==> config.mk <==
export PLATFORM = sky130hd
export DESIGN_NAME = txq_meta_fifo
export DESIGN_NICKNAME = d
export VERILOG_FILES = /design/src/rtl/txq_pkg.sv /design/src/rtl/txq_store.sv /design/src/rtl/txq_count.sv /design/src/rtl/txq_irq.sv /design/src/rtl/txq_meta_fifo.sv
export SDC_FILE = /design/constraint.sdc
export NUM_CORES = 1
export LEC_CHECK = 0
export BUFFER_PORTS_ARGS = -buffer_cell sky130_fd_sc_hd__buf_4
export CAP_MARGIN = 20
export CORE_MARGIN = 2
export CORE_UTILIZATION = 29
export CTS_BUF_LIST = sky130_fd_sc_hd__clkbuf_8
export DETAILED_ROUTE_END_ITERATION = 12
export GPL_ROUTABILITY_DRIVEN = 0
export PLACE_DENSITY = 0.53
export SYNTH_ARGS = -nofsm -noshare
export SYNTH_HDL_FRONTEND = slang
export SYNTH_SLANG_ARGS = --single-unit
==> constraint.sdc <==
create_clock -name clk -period 2.7 [get_ports clk]
set_clock_uncertainty 0.05 [all_clocks]
set_input_delay 0.54 -clock clk [delete_from_list [all_inputs] [get_ports clk]]
set_output_delay 0.54 -clock clk [all_outputs]
set_load 0.02 [all_outputs]
==> src/rtl/txq_pkg.sv <==
package txq_pkg;
  // positions of the interrupt conditions in the pending vector
  localparam int unsigned SRC_EMPTY    = 0;
  localparam int unsigned SRC_NEMPTY   = 1;
  localparam int unsigned SRC_FULL     = 2;
  localparam int unsigned SRC_NFULL    = 3;
  localparam int unsigned SRC_LEVEL    = 4;
  localparam int unsigned IRQ_SRC_N    = 5;

  typedef logic [IRQ_SRC_N-1:0] irq_vec_t;
endpackage

==> src/rtl/txq_store.sv <==
// Word storage with read and write pointers; head word is shown ahead of the pop.
module txq_store #(
  parameter int unsigned DEPTH  = 32,
  parameter int unsigned WORD_W = 10,
  localparam int unsigned AW    = $clog2(DEPTH)
) (
  input  logic              clk,
  input  logic              rst_n,
  input  logic              push,
  input  logic [WORD_W-1:0] push_word,
  input  logic              pop,
  output logic [WORD_W-1:0] head_word
);

  localparam logic [AW-1:0] LAST_IDX = AW'(DEPTH - 1);

  logic [WORD_W-1:0] mem_q [DEPTH];
  logic [AW-1:0]     wr_ptr_q, wr_ptr_d;
  logic [AW-1:0]     rd_ptr_q, rd_ptr_d;
  logic [AW-1:0]     wr_ptr_inc, rd_ptr_inc;

  // pointer advance: free wrap for a power-of-two depth, compare otherwise
  generate
    if ((1 << AW) == DEPTH) begin : g_pow2
      assign wr_ptr_inc = wr_ptr_q + 1'b1;
      assign rd_ptr_inc = rd_ptr_q + 1'b1;
    end else begin : g_mod
      assign wr_ptr_inc = (wr_ptr_q == LAST_IDX) ? '0 : wr_ptr_q + 1'b1;
      assign rd_ptr_inc = (rd_ptr_q == LAST_IDX) ? '0 : rd_ptr_q + 1'b1;
    end
  endgenerate

  always_comb begin
    wr_ptr_d = wr_ptr_q;
    rd_ptr_d = rd_ptr_q;
    if (push) wr_ptr_d = wr_ptr_inc;
    if (pop)  rd_ptr_d = rd_ptr_inc;
  end

  always_ff @(posedge clk or negedge rst_n) begin
    if (!rst_n) begin
      wr_ptr_q <= '0;
      rd_ptr_q <= '0;
    end else begin
      if (push) wr_ptr_q <= wr_ptr_d;
      if (pop)  rd_ptr_q <= rd_ptr_d;
    end
  end

  // storage array carries no reset; only the pointers define validity
  always_ff @(posedge clk) begin
    if (push) mem_q[wr_ptr_q] <= push_word;
  end

  assign head_word = mem_q[rd_ptr_q];

endmodule

==> src/rtl/txq_count.sv <==
// Occupancy counter, push/pop qualification and the sticky overflow flag.
module txq_count #(
  parameter int unsigned DEPTH = 32,
  localparam int unsigned CW   = $clog2(DEPTH + 1)
) (
  input  logic          clk,
  input  logic          rst_n,
  input  logic          wr_en,
  input  logic          rd_ready,
  input  logic          ovf_clr,
  output logic          push,
  output logic          pop,
  output logic [CW-1:0] count,
  output logic          is_empty,
  output logic          is_full,
  output logic          overflow
);

  localparam logic [CW-1:0] FULL_CNT = CW'(DEPTH);

  logic [CW-1:0] cnt_q, cnt_d;
  logic          empty_q, empty_d;
  logic          full_q, full_d;
  logic          ovf_q, ovf_d;
  logic          cnt_en;

  // fullness is judged on the count before this cycle's read
  assign push   = wr_en && !full_q;
  assign pop    = rd_ready && !empty_q;
  assign cnt_en = push ^ pop;

  always_comb begin
    cnt_d = cnt_q;
    if (push && !pop)      cnt_d = cnt_q + 1'b1;
    else if (pop && !push) cnt_d = cnt_q - 1'b1;
    empty_d = (cnt_d == '0);
    full_d  = (cnt_d == FULL_CNT);
  end

  always_comb begin
    ovf_d = ovf_q;
    if (ovf_clr)             ovf_d = 1'b0;
    if (wr_en && full_q)     ovf_d = 1'b1;
  end

  always_ff @(posedge clk or negedge rst_n) begin
    if (!rst_n) begin
      cnt_q   <= '0;
      empty_q <= 1'b1;
      full_q  <= 1'b0;
    end else if (cnt_en) begin
      cnt_q   <= cnt_d;
      empty_q <= empty_d;
      full_q  <= full_d;
    end
  end

  always_ff @(posedge clk or negedge rst_n) begin
    if (!rst_n) ovf_q <= 1'b0;
    else        ovf_q <= ovf_d;
  end

  assign count    = cnt_q;
  assign is_empty = empty_q;
  assign is_full  = full_q;
  assign overflow = ovf_q;

endmodule

==> src/rtl/txq_irq.sv <==
// Level interrupt conditions, enable masking and the refill request.
module txq_irq
  import txq_pkg::*;
#(
  parameter int unsigned DEPTH = 32,
  localparam int unsigned CW   = $clog2(DEPTH + 1),
  localparam int unsigned TW   = $clog2(DEPTH)
) (
  input  logic [CW-1:0] count,
  input  logic          is_empty,
  input  logic          is_full,
  input  logic [TW-1:0] lvl_thr,
  input  irq_vec_t      irq_en,
  input  logic          dma_en,
  output irq_vec_t      pend,
  output logic          irq,
  output logic          dma_req
);

  logic [CW-1:0] thr_ext;
  irq_vec_t      masked;

  assign thr_ext = CW'(lvl_thr);

  always_comb begin
    pend             = '0;
    pend[SRC_EMPTY]  = is_empty;
    pend[SRC_NEMPTY] = !is_empty;
    pend[SRC_FULL]   = is_full;
    pend[SRC_NFULL]  = !is_full;
    pend[SRC_LEVEL]  = (count <= thr_ext);
  end

  generate
    for (genvar i = 0; i < IRQ_SRC_N; i++) begin : g_mask
      assign masked[i] = pend[i] & irq_en[i];
    end
  endgenerate

  assign irq     = |masked;
  assign dma_req = dma_en && (count < thr_ext);

endmodule

==> src/rtl/txq_meta_fifo.sv <==
// Transmit queue top: storage, occupancy and interrupt logic.
module txq_meta_fifo
  import txq_pkg::*;
#(
  parameter int unsigned DEPTH  = 32,
  parameter int unsigned DATA_W = 8,
  parameter int unsigned META_W = 2,
  localparam int unsigned WORD_W = DATA_W + META_W,
  localparam int unsigned CW     = $clog2(DEPTH + 1),
  localparam int unsigned TW     = $clog2(DEPTH)
) (
  input  logic              clk,
  input  logic              rst_n,
  input  logic              wr_en,
  input  logic [WORD_W-1:0] wr_word,
  input  logic              ovf_clr,
  input  logic              raw_mode,
  input  logic [IRQ_SRC_N-1:0] irq_en,
  input  logic [TW-1:0]     lvl_thr,
  input  logic              dma_en,
  output logic              rd_valid,
  input  logic              rd_ready,
  output logic [DATA_W-1:0] rd_data,
  output logic [META_W-1:0] rd_meta,
  output logic [CW-1:0]     fill_count,
  output logic              st_empty,
  output logic              st_full,
  output logic              st_overflow,
  output logic [IRQ_SRC_N-1:0] irq_pend,
  output logic              irq,
  output logic              dma_req
);

  logic              push, pop;
  logic [CW-1:0]     count;
  logic              is_empty, is_full;
  logic [WORD_W-1:0] head_word;
  irq_vec_t          pend;

  txq_count #(.DEPTH(DEPTH)) u_count (
    .clk      (clk),
    .rst_n    (rst_n),
    .wr_en    (wr_en),
    .rd_ready (rd_ready),
    .ovf_clr  (ovf_clr),
    .push     (push),
    .pop      (pop),
    .count    (count),
    .is_empty (is_empty),
    .is_full  (is_full),
    .overflow (st_overflow)
  );

  txq_store #(.DEPTH(DEPTH), .WORD_W(WORD_W)) u_store (
    .clk       (clk),
    .rst_n     (rst_n),
    .push      (push),
    .push_word (wr_word),
    .pop       (pop),
    .head_word (head_word)
  );

  txq_irq #(.DEPTH(DEPTH)) u_irq (
    .count    (count),
    .is_empty (is_empty),
    .is_full  (is_full),
    .lvl_thr  (lvl_thr),
    .irq_en   (irq_en),
    .dma_en   (dma_en),
    .pend     (pend),
    .irq      (irq),
    .dma_req  (dma_req)
  );

  // markers stay stored; raw mode only masks them toward the framer
  assign rd_valid   = !is_empty;
  assign rd_data    = head_word[DATA_W-1:0];
  assign rd_meta    = raw_mode ? '0 : head_word[WORD_W-1:DATA_W];
  assign fill_count = count;
  assign st_empty   = is_empty;
  assign st_full    = is_full;
  assign irq_pend   = pend;

endmodule

Yosys cells after proc, flatten, opt, wreduce, memory -nomap -nowiden
Memories as Yosys holds them, arrays and structs flattened.
Index checks and enable logic that the tools add are counted.
{"block": "totals", "reg_bits": 19, "n_memories": 1, "out_inout_bits": 27, "elab_cells": 40, "mem_bits_rw": 320}
{"block": "op_classes", "magnitude_cmp": 2, "n_addsub": 4, "bitwise": 6, "eq_ne": 1, "mux": 7, "n_reduce_logical": 13}
{"memory": "u_store.mem_q", "words": 32, "width": 10, "rd": 1, "rd_clocked_by_memory_dff": 0, "wr": 1, "line": "txq_store.sv:17", "source": "logic [WORD_W-1:0] mem_q [DEPTH];"}
{"op": "two-way mux 6 bit", "n": 2}
{"op": "adder 5 x 1 -> 5 bit, second input constant", "n": 2}
{"op": "adder 6 x 1 -> 6 bit, second input constant", "n": 1}
{"op": "equality test 6 bit, second input constant", "n": 1}
{"op": "less-or-equal comparator 6 x 5 -> 1 bit", "n": 1}
{"op": "logical AND 1 bit", "n": 6}
{"op": "zero test 6 bit", "n": 1}
{"op": "less-than comparator 6 x 5 -> 1 bit", "n": 1}
{"op": "subtractor 6 x 1 -> 6 bit, second input constant", "n": 1}
{"op": "AND 1 bit", "n": 5}
{"op": "OR reduction 5 bit", "n": 1}
{"op": "zero test 1 bit", "n": 4}
{"op": "two-way mux 1 bit", "n": 4}
{"op": "two-way mux 2 bit", "n": 1}
{"op": "nonzero test 2 bit", "n": 1}
{"op": "bitwise XOR 1 bit", "n": 1}

Longest topological paths before layout
{"block": "depth", "depth_word": 7, "ltp_mapped": 9}

Modules after synthesis
From an unflattened synthesis, not the netlist that was laid out.
{"block": "hier_totals", "hier_cells": 724, "hier_area_um2": 13711.9}
{"module": "txq_store", "n_inst": 1, "area_each_um2": 12809.8, "cells_each": 618}
{"module": "txq_count", "n_inst": 1, "area_each_um2": 690.7, "cells_each": 76}
{"module": "txq_irq", "n_inst": 1, "area_each_um2": 195.2, "cells_each": 27}
{"module": "txq_meta_fifo", "n_inst": 1, "area_each_um2": 16.3, "cells_each": 3}

Worst setup path after synthesis
Ideal clock, no wire load.
{"block": "synth_timing", "path_type": "register -> output", "from": "reg u_store.rd_ptr_q[0]", "to": "out rd_meta[1]", "t_required_ns": 2.110, "setup_slack_ns": 0.235, "t_arrival_ns": 1.875, "path_stages_with_launch": 8, "cell_sequence": "dfrtp_1 buf_6 buf_6 buf_8 nor2_1 a221oi_1 o21ai_0 a221oi_1"}
{"block": "synth_via", "elab_chain_cells": 2}
{"item": "start: declaration", "line": "txq_store.sv:19", "source": "logic [AW-1:0] rd_ptr_q, rd_ptr_d;"}
{"item": "start signal: assignment", "line": "txq_store.sv:46", "source": "if (pop) rd_ptr_q <= rd_ptr_d;"}
{"item": "memory read (32 x 10 bit)"}
{"item": "two-way mux 2 bit", "line": "txq_meta_fifo.sv:78", "source": "assign rd_meta = raw_mode ? '0 : head_word[WORD_W-1:DATA_W];"}
{"item": "end: declaration", "line": "txq_meta_fifo.sv:24", "source": "output logic [META_W-1:0] rd_meta,"}
Every way passes these cells.

Worst setup path after layout
{"block": "layout_timing", "from": "reg u_store.rd_ptr_q[0]", "to": "out rd_data[7]"}
{"block": "layout_via", "elab_chain_cells": 1}
{"item": "memory read (32 x 10 bit)"}
{"item": "end: declaration", "line": "txq_meta_fifo.sv:23", "source": "output logic [DATA_W-1:0] rd_data,"}
Every way passes these cells.

==> results by group <==
Timing
  • Slew HR: 59.1%
  • Final min period: around 3.2 ns
  • Final worst setup slack: -0.538 ns
  • Max Transition Viols Final: 0
  • Fin. Hold Viols: 0
  • Slew of the pin with the lowest slew margin: 0.611 ns
  • RSZ-0062 raised after global routing: true
  • Part of the cycle the worst path needs: 120%
  • Final setup viols: 11
  • Hold slack: approximately 0.057 ns
  • FMAX: 309 MHz
  • Setup TNS: -5.15 ns

Finish
  • Most frequent cells in the layout: 320 x edfxtp_1, 111 x buf_4, 78 x mux2i_1
  • Final Util: 35.5%
  • Final Net Count: between 900 and 1000
  • # diodes: 0
  • Area grow syn2layout: 21.2%
  • # fillers: 4494
  • Most common cell after layout, fill and taps aside: edfxtp_1
  • Layout cell share with drive strength beyond 1: 29.1%

Clocking
  • CTS max path bufs: 3
  • CTS tree: done
  • CTS clk-pin slew, worst paths: 0.06 ns
  • CTS sink count: 339
  • H-Tree Level Count: 2
  • Skew-Pair Late Insertion Delay: 0.62 ns
  • CTS root buffer: clkbuf_8
  • CTS Buf Count: 57

Setup path
  • Worst Path Max Fanout: 7
  • Crit end category: output pin
  • Data required time at the worst endpoint: 2.11 ns
  • CP arrival: between 2 and 3 ns
  • CP Class: flip-flop to output pin
  • Startpoint Class: flip-flop

Power
  • Clk pwr share: 25.6%
  • Power Internal: 11.4 mW
  • Flop pwr share: a little under two fifths
  • Leakage: 5.93 nW
  • Comb power frac: 36.6%
  • PwrDens: 1020 nW/um^2
  • Max VDD drop: 413 uV
  • Net Sw Frac: roughly a third
  • Total power draw: 17.2 mW
  • Sw power: 5.79 mW

Yosys
  • EDFF count, synth: 320
  • Yosys warns: 0
  • Adder-Cell Fraction of Synth Area: 1.26%
  • Synth Flop Type: edfxtp_1
  • Yosys cell types: 55
  • Synth Area in Simple Gates: 5.56%
  • Largest family of logic cells by synthesized area: multiplexers
  • Syn Nets: 839
  • Syn Inst Count: approximately 800
  • Post-synthesis async set-or-reset flop share: 5.60%
  • Mux share of post-synthesis cell area: 14.0%
  • Cell Area, Synth: 13900 um^2
  • Compound-gate portion of the synthesized area: 3.50%
  • Avg Inst Size Synth: 17.5 um^2
  • Sequential fraction of the synthesis area: between 70 and 80%
  • Synth Register Bits: 339
  • Post-Synth XOR/XNOR Area: less than 1%

Drt
  • Drt initial violations: between 500 and 600
  • Drt drc: 0
  • Via count: between 7000 and 8000
  • First-pass iteration count of the detailed router: 5
  • Routed wire length: 33600 um
  • Routed Antenna Nets: 0
  • Via density: between 4 and 5
  • WL per Instance: 21.0 um

GRT
  • GRT Overall Usage: a little over an eighth
  • Global route overflow: 0
  • First-pass GRT wire length: 49900 um
  • Initial antenna violation count: 0
  • Largest net degree at the start of global routing: 33
  • Number of global-route vias before repair: 7916

Floorplanning
  • Initial Util: between 20 and 30%
  • I/O pin count: 54
  • Die height: 223 um
  • Die X-Extent: approximately 220 um
  • Cell Rows: 80
  • Die area: 49800 um^2
  • Area of the core: 47500 um^2

Hold path
  • Hold WC Path Type: input port to flip-flop

Outcome
  • Violated checks: setup timing
  • Status: complete, but fails checks

Placed design
  • Post-DP HPWL: 20700 um
  • Pre-CTS setup slack: between 0.08 and 0.09 ns
  • I/O Buffers: 53

Flow run
  • Max cap viols: 0
==> per-layer routing <==
layer	GRT usage, %	share of wire [%]	vias up
li1	-	-	3440
met1	17.8	44	3826
met2	22.3	48	241
met3	2.82	6.0	69
met4	5.04	2.5	0
met5	0	0	-
==> final timing paths <==
path | end | cells after the start | slack (ns) | start
worst max register to register | u_count.is_full | 7 | 0.37 | u_count.is_full
max in group asynchronous | u_count.is_empty | 2 | 2.01 | rst_n
min in group asynchronous | u_count.count[3] | 2 | 0.29 | rst_n
worst min-delay path | u_count.overflow | 2 | 0.06 | ovf_clr
worst max-delay path | rd_data[7] | 6 | -0.54 | u_store.rd_ptr_q[0]
worst min register to register | u_count.overflow | 2 | 0.48 | u_count.overflow
==> cell type report <==
cell class	instances	area, um^2	share of cell area (%)
Timing Repair Buffer	131	1190	7.03
Clock inverter	43	279	1.65
Sequential cell	339	10100	59.8
Clock buffer	60	826	4.89
Inverter	19	71.3	0.422
Tap cell	615	769	4.56
Multi-Input combinational cell	393	3650	21.6
==> synthesized netlist by cell type (10+ instances only) <==
master	n	area share (%)
mux2_2	17	1.4
nand4_1	11	0.49
mux4_1	10	1.9
dfrtp_1	18	3.2
a22oi_1	16	0.86
nand3_1	29	1.0
nor2_1	43	1.2
nand2_1	44	1.2
a21oi_1	22	0.79
mux2i_1	78	5.6
ha_1	14	1.3
edfxtp_1	320	69
inv_1	19	0.51
clkbuf_1	16	0.43
buf_2	17	0.61
mux4_2	32	5.2
==> state kept, by name (all words and copies together), names as in the netlist <==
register / count
u_store.mem_q: 320
u_count.overflow: 1
u_store.wr_ptr_q: 5
u_count.count: 6
u_store.rd_ptr_q: 5
u_count.is_full: 1
u_count.is_empty: 1
==> timing repair <==
item,4_1_cts,5_1_grt
hold endpoints to repair,19,0
hold buffers,1,0
setup endpoints to repair,13,13
pin swaps,9,14
buffers inserted,4,3
gates resized for setup,41,14
gates cloned,2,0
==> power groups by stage <==
stage	registers, mW	clock network (mW)	logic [mW]
2_1_floorplan	6.46	0	3.69
3_3_place_gp	6.58	0	5.79
3_5_place_dp	6.59	0	5.80
4_1_cts	6.51	4.55	6.25
5_1_grt	6.55	4.79	6.75
6_report	6.52	4.41	6.31
==> kinds of logic after synthesis <==
group                      Yosys count
AOI/OAI and AO/OA                   73
xor gates and xnor gates            11
adders and majority gates           14
buffers and inverters               66
DFF                                339
muxes                              137
and+or+nand+nor                    158
==> worst max-delay path, cell delays in order (launching register included) <==
cell and delay [ns]:
dfrtp_4 0.56, buf_12 0.18, mux4_2 0.52, mux2_4 0.32, nand2_2 0.08, nand4_1 0.15, buf_4 0.21
==> per-stage QoR <==
stage / instances / area (um^2)
3_3_place_gp: 1487 / 15500
4_1_cts: 1597 / 16800
5_1_grt: 1600 / 16900
6_report: 1600 / 16900
3_5_place_dp: 1487 / 15500
2_1_floorplan: 798 / 13900
Note: power is estimated with default switching activity, not from simulation.
